File: src/rtl/cbu_pkg.sv
package cbu_pkg;

  localparam int CC_W = 5;

  // flag bit positions; branch conditions decode these
  localparam int CC_SGT = 0;
  localparam int CC_SLT = 1;
  localparam int CC_EQ  = 2;
  localparam int CC_UGT = 3;
  localparam int CC_ULT = 4;

  localparam int INSTR_W  = 16;
  localparam int SEL_LO   = 10;
  localparam int SEL_W    = 4;
  localparam int OFF_W    = 10;
  localparam int LAST_SEL = 9;

  typedef enum logic [SEL_W-1:0] {
    SEL_EQ  = 4'd0,
    SEL_NE  = 4'd1,
    SEL_SLT = 4'd2,
    SEL_SGT = 4'd3,
    SEL_ULT = 4'd4,
    SEL_UGT = 4'd5,
    SEL_SGE = 4'd6,
    SEL_SLE = 4'd7,
    SEL_UGE = 4'd8,
    SEL_ULE = 4'd9
  } condSel_e;

  typedef struct packed {
    logic ccLoad;     // capture compare result at next edge
    logic useOffset;  // add scaled offset to sequential PC
  } cbuStrobes_t;

endpackage

File: src/rtl/cbu_ctrl.sv
module cbu_ctrl
  import cbu_pkg::*;
(
  input  logic                 clk,
  input  logic                 rstN,
  input  logic                 cmpValid,
  input  logic                 resolveValid,
  input  logic [1:0]           formBits,
  input  logic [SEL_W-1:0]     condField,
  input  logic [CC_W-1:0]      ccQ,
  output cbuStrobes_t          strobes,
  output logic                 brTaken,
  output logic                 illegalOp
);

  logic isBranch;
  logic selLegal;
  logic condTrue;

  assign isBranch = &formBits;
  assign selLegal = (condField <= SEL_W'(LAST_SEL));

  always_comb begin
    condTrue = 1'b0;
    unique case (condField)
      SEL_EQ:  condTrue = ccQ[CC_EQ];
      SEL_NE:  condTrue = !ccQ[CC_EQ];
      SEL_SLT: condTrue = ccQ[CC_SLT];
      SEL_SGT: condTrue = ccQ[CC_SGT];
      SEL_ULT: condTrue = ccQ[CC_ULT];
      SEL_UGT: condTrue = ccQ[CC_UGT];
      SEL_SGE: condTrue = ccQ[CC_SGT] | ccQ[CC_EQ];
      SEL_SLE: condTrue = ccQ[CC_SLT] | ccQ[CC_EQ];
      SEL_UGE: condTrue = ccQ[CC_UGT] | ccQ[CC_EQ];
      SEL_ULE: condTrue = ccQ[CC_ULT] | ccQ[CC_EQ];
      default: condTrue = 1'b0;
    endcase
  end

  assign illegalOp         = resolveValid & !(isBranch & selLegal);
  assign brTaken           = resolveValid & isBranch & selLegal & condTrue;
  assign strobes.ccLoad    = cmpValid;
  assign strobes.useOffset = brTaken;

  // outputs stay quiet without a resolve request
  p_quiet_idle_r10: assert property (@(posedge clk) disable iff (!rstN)
    !resolveValid |-> (!brTaken && !illegalOp));

  // a resolve is never both taken and illegal
  p_taken_illegal_excl_r8: assert property (@(posedge clk) disable iff (!rstN)
    !(brTaken && illegalOp));

  // non-branch words are rejected
  p_nonbranch_illegal_r9: assert property (@(posedge clk) disable iff (!rstN)
    (resolveValid && formBits != 2'b11) |-> illegalOp);

  // not-equal follows the equal flag
  p_ne_tracks_eq_r4: assert property (@(posedge clk) disable iff (!rstN)
    (resolveValid && formBits == 2'b11 && condField == SEL_NE) |-> (brTaken == !ccQ[CC_EQ]));

endmodule

File: src/rtl/cbu_datapath.sv
module cbu_datapath
  import cbu_pkg::*;
#(
  parameter int DATA_W = 32,
  parameter int ADDR_W = 32
) (
  input  logic               clk,
  input  logic               rstN,
  input  logic [DATA_W-1:0]  opndA,
  input  logic [DATA_W-1:0]  opndB,
  input  logic [ADDR_W-1:0]  brAddr,
  input  logic [OFF_W-1:0]   offField,
  input  cbuStrobes_t        strobes,
  output logic [CC_W-1:0]    ccQ,
  output logic [ADDR_W-1:0]  nextPc
);

  localparam int EXT_W = ADDR_W - OFF_W - 1;
  localparam logic [ADDR_W-1:0] INSTR_BYTES = ADDR_W'(INSTR_W / 8);

  logic [CC_W-1:0]   ccNext;
  logic [ADDR_W-1:0] seqPc;
  logic [ADDR_W-1:0] offBytes;

  always_comb begin
    ccNext = '0;
    if (opndA == opndB) begin
      ccNext[CC_EQ] = 1'b1;
    end else begin
      if ($signed(opndA) < $signed(opndB)) ccNext[CC_SLT] = 1'b1;
      else                                 ccNext[CC_SGT] = 1'b1;
      if (opndA < opndB) ccNext[CC_ULT] = 1'b1;
      else               ccNext[CC_UGT] = 1'b1;
    end
  end

  always_ff @(posedge clk or negedge rstN) begin
    if (!rstN)               ccQ <= '0;
    else if (strobes.ccLoad) ccQ <= ccNext;
  end

  assign seqPc    = brAddr + INSTR_BYTES;
  assign offBytes = {{EXT_W{offField[OFF_W-1]}}, offField, 1'b0};
  assign nextPc   = strobes.useOffset ? (seqPc + offBytes) : seqPc;

  // equal stands alone in the flag register
  p_eq_alone_r2: assert property (@(posedge clk) disable iff (!rstN)
    ccQ[CC_EQ] |-> (ccQ == CC_W'(1 << CC_EQ)));

  // equal operands load the equal-only pattern
  p_eq_load_r2: assert property (@(posedge clk) disable iff (!rstN)
    (strobes.ccLoad && opndA == opndB) |=> (ccQ == CC_W'(1 << CC_EQ)));

  // unequal result carries one bit per ordering pair
  p_pairs_r3: assert property (@(posedge clk) disable iff (!rstN)
    (ccQ != '0 && !ccQ[CC_EQ]) |->
      ($countones({ccQ[CC_SGT], ccQ[CC_SLT]}) == 1 && $countones({ccQ[CC_UGT], ccQ[CC_ULT]}) == 1));

  // flags hold without a compare
  p_hold_r12: assert property (@(posedge clk) disable iff (!rstN)
    !strobes.ccLoad |=> $stable(ccQ));

endmodule

File: src/rtl/cmp_branch_unit.sv
module cmp_branch_unit
  import cbu_pkg::*;
#(
  parameter int DATA_W = 32,
  parameter int ADDR_W = 32
) (
  input  logic               clk,
  input  logic               rstN,
  input  logic               cmpValid,
  input  logic [DATA_W-1:0]  opndA,
  input  logic [DATA_W-1:0]  opndB,
  input  logic               resolveValid,
  input  logic [15:0]        brInstr,
  input  logic [ADDR_W-1:0]  brAddr,
  output logic               brTaken,
  output logic [ADDR_W-1:0]  nextPc,
  output logic               illegalOp
);

  cbuStrobes_t     strobes;
  logic [CC_W-1:0] ccQ;

  cbu_ctrl u_ctrl (
    .clk          (clk),
    .rstN         (rstN),
    .cmpValid     (cmpValid),
    .resolveValid (resolveValid),
    .formBits     (brInstr[INSTR_W-1:INSTR_W-2]),
    .condField    (brInstr[SEL_LO+SEL_W-1:SEL_LO]),
    .ccQ          (ccQ),
    .strobes      (strobes),
    .brTaken      (brTaken),
    .illegalOp    (illegalOp)
  );

  cbu_datapath #(.DATA_W(DATA_W), .ADDR_W(ADDR_W)) u_dp (
    .clk      (clk),
    .rstN     (rstN),
    .opndA    (opndA),
    .opndB    (opndB),
    .brAddr   (brAddr),
    .offField (brInstr[OFF_W-1:0]),
    .strobes  (strobes),
    .ccQ      (ccQ),
    .nextPc   (nextPc)
  );

endmodule

File: config.mk
export PLATFORM = sky130hd
export DESIGN_NAME = cmp_branch_unit
export DESIGN_NICKNAME = d
export VERILOG_FILES = /design/src/rtl/cbu_pkg.sv /design/src/rtl/cbu_ctrl.sv /design/src/rtl/cbu_datapath.sv /design/src/rtl/cmp_branch_unit.sv
export SDC_FILE = /design/constraint.sdc
export NUM_CORES = 1
export LEC_CHECK = 0
export BUFFER_PORTS_ARGS = -buffer_cell sky130_fd_sc_hd__buf_4
export CAP_MARGIN = 10
export CORE_MARGIN = 3
export CORE_UTILIZATION = 34
export DETAILED_ROUTE_END_ITERATION = 8
export SLEW_MARGIN = 25
export SYNTH_ARGS = -nofsm -noshare
export SYNTH_HDL_FRONTEND = slang
export SYNTH_SLANG_ARGS = --single-unit
export TNS_END_PERCENT = 1
File: constraint.sdc
create_clock -name clk -period 3.7 [get_ports clk]
set_input_delay 0.37 -clock clk [delete_from_list [all_inputs] [get_ports clk]]
set_output_delay 0.37 -clock clk [all_outputs]
set_load 0.03 [all_outputs]
# --- Yosys cells after proc, flatten, opt, wreduce, memory -nomap -nowiden ---
# Cells that the tools add are included.
classes:
  addsub: 2
  n_mul: 0
  div_mod_pow: 0
  order_cmp: 3
  n_eq_ne: 10
  shift: 0
  n_mux: 9
  bitwise: 9
  reduce_logical: 4
op_table:
  columns: ["op", "count"]
  rows:
  - ["< comparator 32 bit", 2]
  - ["adder 32 x 2 -> 32 bit (second input constant)", 1]
  - ["adder 32 bit", 1]
  - ["equality test 32 bit", 1]
  - ["2-to-1 mux 32 bit", 1]
  - ["equality test 4 x 3 -> 1 bit (second input constant)", 4]
  - ["case mux 1 bit (10 select lines)", 1]
  - ["equality test 4 x 2 -> 1 bit (second input constant)", 2]
  - ["equality test 4 bit (second input constant)", 2]
  - ["bitwise AND 1 bit", 5]
  - ["2-to-1 mux 1 bit", 5]
  - ["equality test 4 x 1 -> 1 bit (second input constant)", 1]
  - ["less-or-equal comparator 4 bit (second input constant)", 1]
  - ["zero test 4 bit", 1]
  - ["2-to-1 mux 2 bit", 2]
  - ["OR 1 bit", 4]
  - ["zero test 1 bit", 2]
  - ["AND reduction 2 bit", 1]
word_totals:
  reg_bits: 5
  latch_bits: 0
  ram_bits: 0
  mem_bits_ro: 0
  inputBits: 116
  output_inout_bits: 34
  wordCells: 38
  memories: 0

# --- Logic depth before layout (Yosys ltp) ---
depth:
  ltp_word: 5
  ltp_mapped: 17
  depth_no_buf: 15

# --- Cells and area by module ---
# A second synthesis with hierarchy kept.
hier_totals:
  hier_cells: 541
  area_unflattened_um2: 3804.9
modules_own_cells:
  columns: ["module", "n_inst", "cells_each", "area_per_inst_um2", "seq_area_each_um2"]
  rows:
  - ["cbu_datapath", 1, 519, 3644.7, 125.1]
  - ["cbu_ctrl", 1, 22, 160.2, 0.0]

# --- Worst setup path after synthesis ---
# No wires, ideal clock.
synth_path:
  kind: "input to output"
  start: "in brAddr[5]"
  end: "out nextPc[30]"
  arrival_time_ns: 3.624
  t_required_ns: 3.330
  slack_ns: -0.294
  cell_stages: 16
  path_buffers: 1
  cell_sequence: "and3_1 -> buf_2 -> nand4_2 -> nor2_1 -> and2_1 -> nand3_1 -> xnor2_1 -> ha_1 -> nand4_2 -> nor4_1 -> o21ai_1 -> nand3b_2 -> a41oi_4 -> o31ai_2 -> nor4b_1 -> a311oi_1"
synth_via:
  elab_chain_len: 3
synth_rtl:
  columns: ["element", "line_no", "text"]
  rows:
  - ["start: declaration", "cmp_branch_unit.sv:14", "input logic [ADDR_W-1:0] brAddr,"]
  - ["adder 32 x 2 -> 32 bit *", "cbu_datapath.sv:42", "assign seqPc = brAddr + INSTR_BYTES;"]
  - ["adder 32 bit", "cbu_datapath.sv:44", "assign nextPc = strobes.useOffset ? (seqPc + offBytes) : seqPc;"]
  - ["2-to-1 mux 32 bit *", "cbu_datapath.sv:44", null]
  - ["end: declaration", "cmp_branch_unit.sv:16", "output logic [ADDR_W-1:0] nextPc,"]
# Every way passes the cells marked *; elsewhere a longest branch is shown, timed or not.

# --- Worst setup path in the final report ---
layout_path:
  start: "in brAddr[2]"
  end: "out nextPc[30]"
# Same word-level chain as after synthesis.

==> metrics.txt <==
# diodes=0; number of remaining DRC errors=0; clk root buf=clkbuf_8; port bufs=147; max-cap viol count=0; EDFF count, synth=0; number of global-route vias before repair=4297; per-cell routed wire length=14.67 µm; Vias=4576; Routed Wire Length=12930 µm; CP Max Fanout=4; starting DRC count in detailed routing=151; Worst path max stage delay=370 ps; first-pass GRT wire length=19900 µm; max FFs per register=5; most frequent cell after synthesis=ha_1; H-tree levels=1; post-synth cell types=63; initial antenna violation count=0; Layout area overhead=64.75%; total power=1055 µW; Power Density=168.7 nW/µm²; peak supply drop=0.0001037 V; Top Registers=u_dp.ccQ (5); largest area contributor in the netlist=ha_1; clock period minus final worst setup slack=3661 ps; HPWL after detailed placement=10520 µm; mapped cell area=3795 µm²; CTS tree=built; Arr. time, crit path=3290 ps; top post-synthesis cells by area=ha_1 (23%), xnor2_1 (8.5%), a21oi_1 (8.0%); Final GP Congestion=0.9002; total global-route track usage=0.1850; Die Span Y=111.6 µm; sequential fraction of the synthesis area=0.03297; Core Area=10600 µm²; grt total ovfl=0; clock sink count=5; Synth top area share=0.2341; pin count of the biggest net entering global routing=60; Post-Syn Area per Cell=7.201 µm²; Post-Route Skew=0 ps; Leakage=0.003034 µW; # nets final=934; synthesized flop and latch total=5; Max Fclk=0.2732 GHz; DR pass1 iterations=4; filler cell count=965; Data required, critical path=3330 ps; Mapped Cells=527; Starting Density=0.3580; Worst-Margin Slew=529.7 ps; final setup fails=0; status=completed; post-route ant nets=0; Fin Hold WS=379.0 ps; Slew HR=0.6469; TritonCTS buffer count=3; slowest cell on the critical path=nor4_2; Final Max Tran Viols=0; Via-to-Cell Ratio=5.194; Synth top cells by count=ha_1 (71), a21oi_1 (61), nor2_1 (51), inv_1 (44), nand2_1 (39); asr flop ratio synth=1.000; share of layout cells above drive strength 1=0.4537; fin area=6252 µm²; warnings from Yosys=0; Placed Instance Area=5487 µm²; Reg clk slew, reported paths=30 ps; row count=37; Worst setup EP type=output pin; Top Ports=150; unrepaired setup endpoints after global routing=true; Final Hold Viols=0; die width=111.6 µm; CP startpoint kind=primary input; Worst-Skew Late Latency=220 ps; Die Footprint=12460 µm²; Post-Syn Nets=715; Synth Flop Type=dfrtp_1; CP Cell Sequence=buf_4, ha_1, and3_4, buf_6, nand3_4, xnor2_2, ha_1, nand4_1, nor4_2, o21ai_2, nand3b_4, a41oi_4, o31ai_4, nor4b_2, a311oi_2, buf_4; HP Class=primary input to register; Final TNS setup=0 ps; Period Utilization, post-route=0.9893; Clock Path Buffers=2; Largest Register=u_dp.ccQ; Setup Crit Path Kind=primary input to output pin
## layer usage
metal	track usage	vias to the layer above	wire length, µm
met1	0.2404	2078	5512
met4	0.02028	0	122
met5	0	-	0
met3	0.02935	15	841
met2	0.3317	155	6450
li1	-	2328	-
## stage by stage
step           cells  utilization  worst slack [ps]
2_1_floorplan    527            -            -73.74
3_3_place_gp     862       0.5175            -111.4
3_5_place_dp     862       0.5175            -218.4
4_1_cts          867       0.5390            -1.358
5_1_grt          881       0.5898            -121.7
6_report         881       0.5898             39.48
## layout by cell type, fill, tap and decap left out, types with 4 or more instances in the layout
master,Yosys,routed
a21oi_1,61,50
o21bai_1,5,5
inv_1,44,44
nor2_4,1,5
nor2_1,51,45
a21o_1,26,26
ha_4,0,10
buf_4,2,216
mux2_2,6,6
o21ai_0,25,21
xor2_1,20,14
a21oi_2,2,10
buf_6,3,9
ha_2,0,5
xnor2_2,0,12
xor2_2,0,5
xnor2_1,37,25
nand4_1,18,18
nor2b_1,6,6
nand2b_1,4,4
nand2_1,39,35
dfrtp_1,5,5
o21a_1,5,5
and3_4,0,4
ha_1,71,56
nand3_1,21,17
## final timing paths
path | to | depth (start not counted) | startpoint | slack, ps
max reg2reg | u_dp.ccQ[0] | 2 | u_dp.ccQ[0] | 2960
min in group asynchronous | u_dp.ccQ[1] | 2 | rstN | 490
min reg2reg | u_dp.ccQ[4] | 1 | u_dp.ccQ[4] | 520
max in group asynchronous | u_dp.ccQ[2] | 2 | rstN | 3100
max | nextPc[30] | 16 | brAddr[2] | 40
min | u_dp.ccQ[2] | 3 | cmpValid | 380
## cell type report
cell class / instances / area (µm²) / share of cell area
clock buffer: 4 / 45.04 / 0.007204
sequential: 5 / 125.1 / 0.02001
inverter: 44 / 165.2 / 0.02642
tap: 136 / 170.2 / 0.02722
timing repair buffer: 227 / 1753 / 0.2804
multi-input combinational: 465 / 3994 / 0.6388
## critical path: cells and delay by family
kind / cells / cell delay (ps)
compound gates: 4 / 810
xor+xnor: 1 / 150
fa+ha+maj: 2 / 490
buf+inv: 3 / 400
simple gates: 6 / 1050
## report_power, final
part	switching [µW]	internal (µW)
registers	7.28	62.8
logic	443	440
clock network	26.9	74.0
total	477	577
## logic make-up after synthesis
family                     share of synthesized area
and+or+nand+nor                               0.2407
AOI/OAI and AO/OA                             0.2661
adders and majority gates                     0.2394
xor gates and xnor gates                      0.1316
buffers and inverters                        0.06891
muxes                                        0.02044
DFF                                          0.03297
## timing repair
action,in CTS,in global routing
hold endpoints to repair,5,0
hold buffers,1,0
buffers inserted,0,14
endpoints found under the setup margin,10,16
pin swaps,9,64
gates resized for setup,34,84
No activity file was read; power rests on OpenSTA's default activity.
